File: src/rtl/qb_port.sv
module qb_port #(
  parameter int WIDTH = 8,
  parameter bit QUASI = 1'b1
) (
  input  logic             clk,
  input  logic             rst_n,
  input  logic             wr_en,
  input  logic [WIDTH-1:0] wr_data,
  input  logic             rd_pin_en,
  input  logic             rd_latch_en,
  output logic [WIDTH-1:0] rd_data,
  input  logic             bus_mode,
  input  logic [WIDTH-1:0] bus_data,
  input  logic [WIDTH-1:0] alt_sel,
  input  logic [WIDTH-1:0] alt_out,
  input  logic [WIDTH-1:0] pin_in,
  output logic [WIDTH-1:0] drv_low,
  output logic [WIDTH-1:0] drv_high,
  output logic [WIDTH-1:0] pull_en,
  output logic [WIDTH-1:0] out_en
);
  localparam logic [WIDTH-1:0] ONES = {WIDTH{1'b1}};

  logic [WIDTH-1:0] latch_q;
  logic [WIDTH-1:0] sync1_q, sync2_q;
  logic [WIDTH-1:0] eff;

  always_ff @(posedge clk or negedge rst_n) begin
    if (!rst_n)                  latch_q <= ONES;
    else if (wr_en && !bus_mode) latch_q <= wr_data;
  end

  always_ff @(posedge clk or negedge rst_n) begin
    if (!rst_n) begin
      sync1_q <= ONES;
      sync2_q <= ONES;
    end else begin
      sync1_q <= pin_in;
      sync2_q <= sync1_q;
    end
  end

  for (genvar i = 0; i < WIDTH; i++) begin : g_pin
    assign eff[i]      = latch_q[i] & (alt_sel[i] ? alt_out[i] : 1'b1);
    assign drv_low[i]  = bus_mode ? ~bus_data[i] : ~eff[i];
    assign drv_high[i] = bus_mode ?  bus_data[i] : 1'b0;
    assign pull_en[i]  = bus_mode ? 1'b0 : (QUASI & eff[i]);
  end

  assign out_en  = drv_low | drv_high;
  assign rd_data = rd_latch_en ? latch_q : (rd_pin_en ? sync2_q : '0);
endmodule

File: config.mk
export PLATFORM = sky130hd
export DESIGN_NAME = qb_port
export DESIGN_NICKNAME = d
export VERILOG_FILES = /design/src/rtl/qb_port.sv
export SDC_FILE = /design/constraint.sdc
export NUM_CORES = 1
export LEC_CHECK = 0
export BUFFER_PORTS_ARGS = -buffer_cell sky130_fd_sc_hd__buf_2
export CAP_MARGIN = 15
export CELL_PAD_IN_SITES_DETAIL_PLACEMENT = 0
export CELL_PAD_IN_SITES_GLOBAL_PLACEMENT = 1
export CORE_MARGIN = 2
export CORE_UTILIZATION = 31
export CTS_BUF_LIST = sky130_fd_sc_hd__clkbuf_4 sky130_fd_sc_hd__clkbuf_8
export DETAILED_ROUTE_END_ITERATION = 8
export GPL_TIMING_DRIVEN = 0
export PLACE_DENSITY = 0.87
export SLEW_MARGIN = 20
export SYNTH_ARGS = -nofsm -noshare
export SYNTH_HDL_FRONTEND = slang
export SYNTH_SLANG_ARGS = --single-unit
File: constraint.sdc
create_clock -name clk -period 2.1 [get_ports clk]
set_input_delay 0.315 -clock clk [delete_from_list [all_inputs] [get_ports clk]]
set_output_delay 0.315 -clock clk [all_outputs]
set_load 0.1 [all_outputs]
==> results of run 1 <==
==> cell usage after synthesis <==
cell      number
dfstp_2       24
a31oi_1        8
and2_2         8
and3_1         8
mux2_4         8
nand2b_1       8
nand3_1        8
a22o_1         7
buf_2          3
nand2_1        2
nor2b_2        2
buf_6          1
inv_1          1
o21ai_0        1
==> sequential cells by signal, summed over array words and instances, names as in the netlist <==
register and count:
sync1_q 8, latch_q 8, sync2_q 8
==> area by class of cell <==
class	count	share of cell area, %
Sequential cell	24	37.7
Timing Repair Buffer	84	25.1
Multi-Input combinational cell	60	30.6
Inverter	1	0.224
Tap cell	46	3.44
Clock buffer	3	1.35
Buffer	4	1.57
==> stage by stage <==
step | TNS, ns | instances | utilization, % | total power, mW | setup slack, ns
after floorplan | -0.0982 | 89 | - | 1.21 | -0.0982
after global placement | 0 | 219 | 48.3 | 1.34 | 0.316
after detailed placement | 0 | 219 | 48.3 | 1.35 | 0.286
after CTS | 0 | 222 | 49.0 | 1.54 | 0.268
after global routing | 0 | 222 | 49.0 | 1.59 | 0.205
final | 0 | 222 | 49.0 | 1.53 | 0.260
==> final timing paths <==
path	depth (start not counted)	slack (ns)	endpoint
worst min register to register	0	0.36	sync2_q[5]
worst max-delay path	3	0.26	rd_data[6]
worst max register to register	1	1.29	latch_q[7]
max in group asynchronous	1	1.80	sync2_q[1]
min in group asynchronous	1	0.27	sync2_q[2]
worst min-delay path	1	0.09	sync1_q[2]
==> power by group <==
group,internal (mW),switching (mW)
Combinational,0.156,0.615
Clock,0.0671,0.122
Sequential,0.532,0.0415
==> metal layers <==
metal | global-route usage, % | vias to the layer above | routed length (um)
met5 | 0 | - | 0
met4 | 3.99 | 0 | 25
met3 | 2.11 | 4 | 261
met2 | 24.0 | 54 | 1440
met1 | 15.6 | 493 | 1170
li1 | - | 499 | -
==> cells by family (layout without fill, tap and decap cells) <==
logic type / Yosys count / after routing / share of synthesized area (%)
AOI/OAI and AO/OA: 16 / 16 / 10.4
buffers and inverters: 5 / 92 / 2.67
DFF: 24 / 24 / 56.2
muxes: 8 / 8 / 10.7
and+or+nand+nor: 36 / 36 / 20.1
==> worst max-delay path: stages (launching register included) <==
cell and delay [ns]:
dfstp_2 0.60, nand2_1 0.07, o21ai_1 0.10, buf_2 0.45
==> results.json, run 1 <==
{
  "leakagePower_nw": 0.839,
  "clock_sinks": 24,
  "start_util_pct": 32.9,
  "final_cell_mix": "87 x buf_2, 24 x dfstp_2",
  "reg2reg_from": "latch_q[7]",
  "fillers": 311,
  "grt-ovfl-total": 0,
  "top_level_ports": 86,
  "core.rowCount": 21,
  "totalWireLength_um": 2900,
  "min_from": "pin_in[2]",
  "ctsHoldBuffers": 0,
  "hp-class": "primary input to register",
  "cts_buffers": 3,
  "fp.dieH_um": 64.2,
  "arrival_ns": 1.52,
  "antenna_left": 0,
  "start_kind": "register",
  "clock_latency_ns": 0.30,
  "power.density_mw_per_mm2": 916,
  "antenna_cells": 0,
  "status": "finished clean",
  "synth_area_leaders": "dfstp_2 56%, mux2_4 11%, a22o_1 5.5%",
  "multiInputGateArea_um2": 512,
  "ys_types": 14,
  "post_route_cells_drive_above_1_share_pct": 80.1,
  "drt-initial-drc-count": 24,
  "rsz0062_at_grt": "no",
  "synth-seq-cells": 24,
  "yosysTopAreaCell": "dfstp_2",
  "track_usage_pct": 13.1,
  "dpl.hpwl_um": 2360,
  "drc_errors": 0,
  "crit_fanout": 5,
  "postCtsSetupBuffers": 0,
  "yosysWarnings": 0,
  "syn_avg_cell_area_um2": 12.6,
  "cts_tree": "done",
  "cts_root_buf": "clkbuf_4",
  "area_growth_pct": 49.1,
  "antenna_found_initial": 0,
  "regArea_um2": 631,
  "layout_commonest_cell": "buf_2",
  "setup_violations": 0,
  "cp.required_ns": 1.78,
  "irDropWorstVdd_uv": 421,
  "first_global_vias": 990,
  "path_class": "register to primary output",
  "core-area_mm2": 0.00342,
  "firstDrtPassIters": 4,
  "htree_levels": 1,
  "nNetsFinal": 224,
  "die-area_mm2": 0.00412,
  "synth.top_cell.area_share_pct": 56.2,
  "fin_crit_ns": 1.84,
  "final_hold_viol_count": 0,
  "grt_pass1_wl_um": 4260,
  "fin_skew_ns": 0.000457,
  "fin_area_mm2": 0.00167,
  "cts_resized": 0,
  "die_w_um": 64.2,
  "holdWs_ns": 0.0923,
  "worst_setup_path_end_kind": "primary output",
  "clk_pin_slew_worst_paths_ns": 0.11,
  "avgViaCountPerCell": 4.73,
  "ys_seq_area_share_pct": 56.2,
  "io_buffers": 84,
  "syn_area_mm2": 0.00112,
  "vias": 1050,
  "place_congestion": 0.693,
  "synth_nets": 135,
  "slew_headroom_pct": 67.0,
  "tightestPinTransition_ns": 0.499,
  "place_area_mm2": 0.00165,
  "finalMaxSlewViolations": 0,
  "cts_buffer_depth": 2,
  "period_share_pct": 87.6,
  "wl_per_cell_um": 13.1,
  "synth_cells": 89,
  "grt_max_degree": 25,
  "clock.fmax_mhz": 543,
  "critPathLaunch": "latch_q[6]",
  "drv_cap": 0
}
No activity file was read; power rests on OpenSTA's default activity.
==> run 2, diff against run 1 <==
==> constraint.sdc (replaced) <==
create_clock -name clk -period 2.1 [get_ports clk]
set_input_delay 0.315 -clock clk [delete_from_list [all_inputs] [get_ports clk]]
set_output_delay 0.315 -clock clk [all_outputs]
set_load 0.02 [all_outputs]
==> run 2 against run 1 <==
Critical path depth did not move. Clock-buffer cell count stayed put. Largest power group is now registers. Cell count stayed put. Worst setup slack improved by 0.27 ns. Clock power about the same. Worst hold slack gained 0.0063 ns. Critical path type unchanged. Highest routed layer is now met3. Utilization fell by 1.5 points. Largest cell class unchanged.
==> results.json, run 2 (synthesis results as in run 1) <==
{
  "status": "finished clean",
  "layout_commonest_cell": "buf_2",
  "swShare_pct": 31.0,
  "core-area_mm2": 0.00342,
  "period_share_pct": 74.9,
  "tightestPinTransition_ns": 0.483,
  "irDropWorstVdd_uv": 379,
  "reg2reg_depth": 1,
  "vias": 1023,
  "antenna_found_initial": 0,
  "wl_per_cell_um": 12.6,
  "totalWireLength_um": 2800,
  "fp.dieH_um": 64.2,
  "clock_sinks": 24,
  "hp-class": "primary input to register",
  "crit_fanout": 1,
  "power.density_mw_per_mm2": 669,
  "cts_tree": "done",
  "slowest_delay_ns": 0.54,
  "nNetsFinal": 224,
  "holdWs_ns": 0.0985,
  "first_global_vias": 1031,
  "path_class": "register to primary output",
  "top_regs": "latch_q (8), sync1_q (8), sync2_q (8)",
  "leakagePower_nw": 0.835,
  "top_level_ports": 86,
  "tns_ns": 0,
  "place_congestion": 0.677,
  "post_route_cells_drive_above_1_share_pct": 75.6,
  "intPower_mw": 0.749,
  "finalMaxSlewViolations": 0,
  "io_buffers": 84,
  "cp.required_ns": 1.78,
  "grt_max_degree": 25,
  "rsz0062_at_grt": "no",
  "whs_path_depth": 1,
  "worst_setup_path_end_kind": "primary output",
  "clock_latency_ns": 0.30,
  "setup_violations": 0,
  "slew_headroom_pct": 67.8,
  "postCtsSetupBuffers": 0,
  "placed_cells": 219,
  "cts_buffer_depth": 2,
  "final_cell_mix": "87 x buf_2, 24 x dfstp_2",
  "area_growth_pct": 44.6,
  "cts_buffers": 3,
  "drv_cap": 0,
  "clock.fmax_mhz": 636,
  "grt_pass1_wl_um": 4450,
  "stdcell_count": 222,
  "htree_levels": 1,
  "firstDrtPassIters": 4,
  "clkPwrFrac_pct": 17.1,
  "antenna_left": 0,
  "cp_cell_sequence": "nand2_1, o21ai_0, buf_2",
  "switching_power_mw": 0.337,
  "critical-path-slowest-cell": "dfstp_2",
  "fin_skew_ns": 0.00196,
  "fin_area_mm2": 0.00162,
  "cts_root_buf": "clkbuf_4",
  "comb_power_share_pct": 30.5,
  "fin_crit_ns": 1.57,
  "start_util_pct": 32.9,
  "cts_resized": 0,
  "arrival_ns": 1.26,
  "avgViaCountPerCell": 4.61,
  "track_usage_pct": 13.5,
  "dpl.hpwl_um": 2340,
  "ctsHoldBuffers": 0,
  "die-area_mm2": 0.00412,
  "seqPwrFrac_pct": 52.4,
  "start_kind": "register",
  "final_hold_viol_count": 0,
  "grt-ovfl-total": 0,
  "die_w_um": 64.2,
  "clk_pin_slew_worst_paths_ns": 0.12,
  "drc_errors": 0,
  "drt-initial-drc-count": 11,
  "place_area_mm2": 0.00160,
  "antenna_cells": 0,
  "core.rowCount": 21
}
-- run 2: changes by cell type in the layout (fill, tap and decap cells not counted) --
cell,change
o21ai_1,-1
a31oi_2,-8
a31oi_1,+8
o21ai_0,+1
-- run 2: path summary, 6_finish.rpt --
check                           startpoint          to  slack (ns)
worst min register to register  sync1_q[2]  sync2_q[2]        0.36
worst max-delay path            sync2_q[6]  rd_data[6]        0.53
worst min-delay path             pin_in[6]  sync1_q[6]         0.1
min in group asynchronous            rst_n  sync2_q[6]        0.28
max in group asynchronous            rst_n  sync2_q[1]        1.79
worst max register to register  latch_q[7]  latch_q[7]        1.30
-- run 2: area by class of cell --
type	instances	area, um2
fill	325	1790
sequential	24	631
multi-input combinational	60	462
timing repair buffer	84	420
tap	46	57.6
buffer	4	26.3
clock buffer	3	22.5
inverter	1	3.75
-- run 2: routing by layer --
| metal | part of all wire (%) | track usage [%] | up-vias |
|---|---|---|---|
| li1 | - | - | 497 |
| met1 | 41 | 16.4 | 478 |
| met2 | 51 | 23.7 | 48 |
| met3 | 7.8 | 2.99 | 0 |
| met4 | 0 | 4.52 | 0 |
| met5 | 0 | 0 | - |
-- run 2: power groups by stage --
stage	Combinational, mW	Clock, mW	Sequential (mW)
after floorplan	0.208	0	0.561
after global placement	0.328	0	0.573
after detailed placement	0.333	0	0.577
after CTS	0.335	0.195	0.569
after global routing	0.357	0.212	0.576
final	0.331	0.186	0.568
-- run 2: through the flow --
| stage | worst slack, ns | util (%) | total power, mW |
|---|---|---|---|
| global placement | 0.632 | 46.8 | 0.901 |
| CTS | 0.535 | 47.5 | 1.10 |
| detailed placement | 0.603 | 46.8 | 0.910 |
| global route | 0.493 | 47.5 | 1.15 |
| finish | 0.527 | 47.5 | 1.09 |
| floorplan | 0.774 | - | 0.769 |
-- run 2: worst max-delay path, delay by kind of cell (launching register included) --
family	cells	cell delay, ns
AO/OA/AOI/OAI	1	0.18
buffers and inverters	1	0.20
flip-flops	1	0.54
AND/OR/NAND/NOR	1	0.04
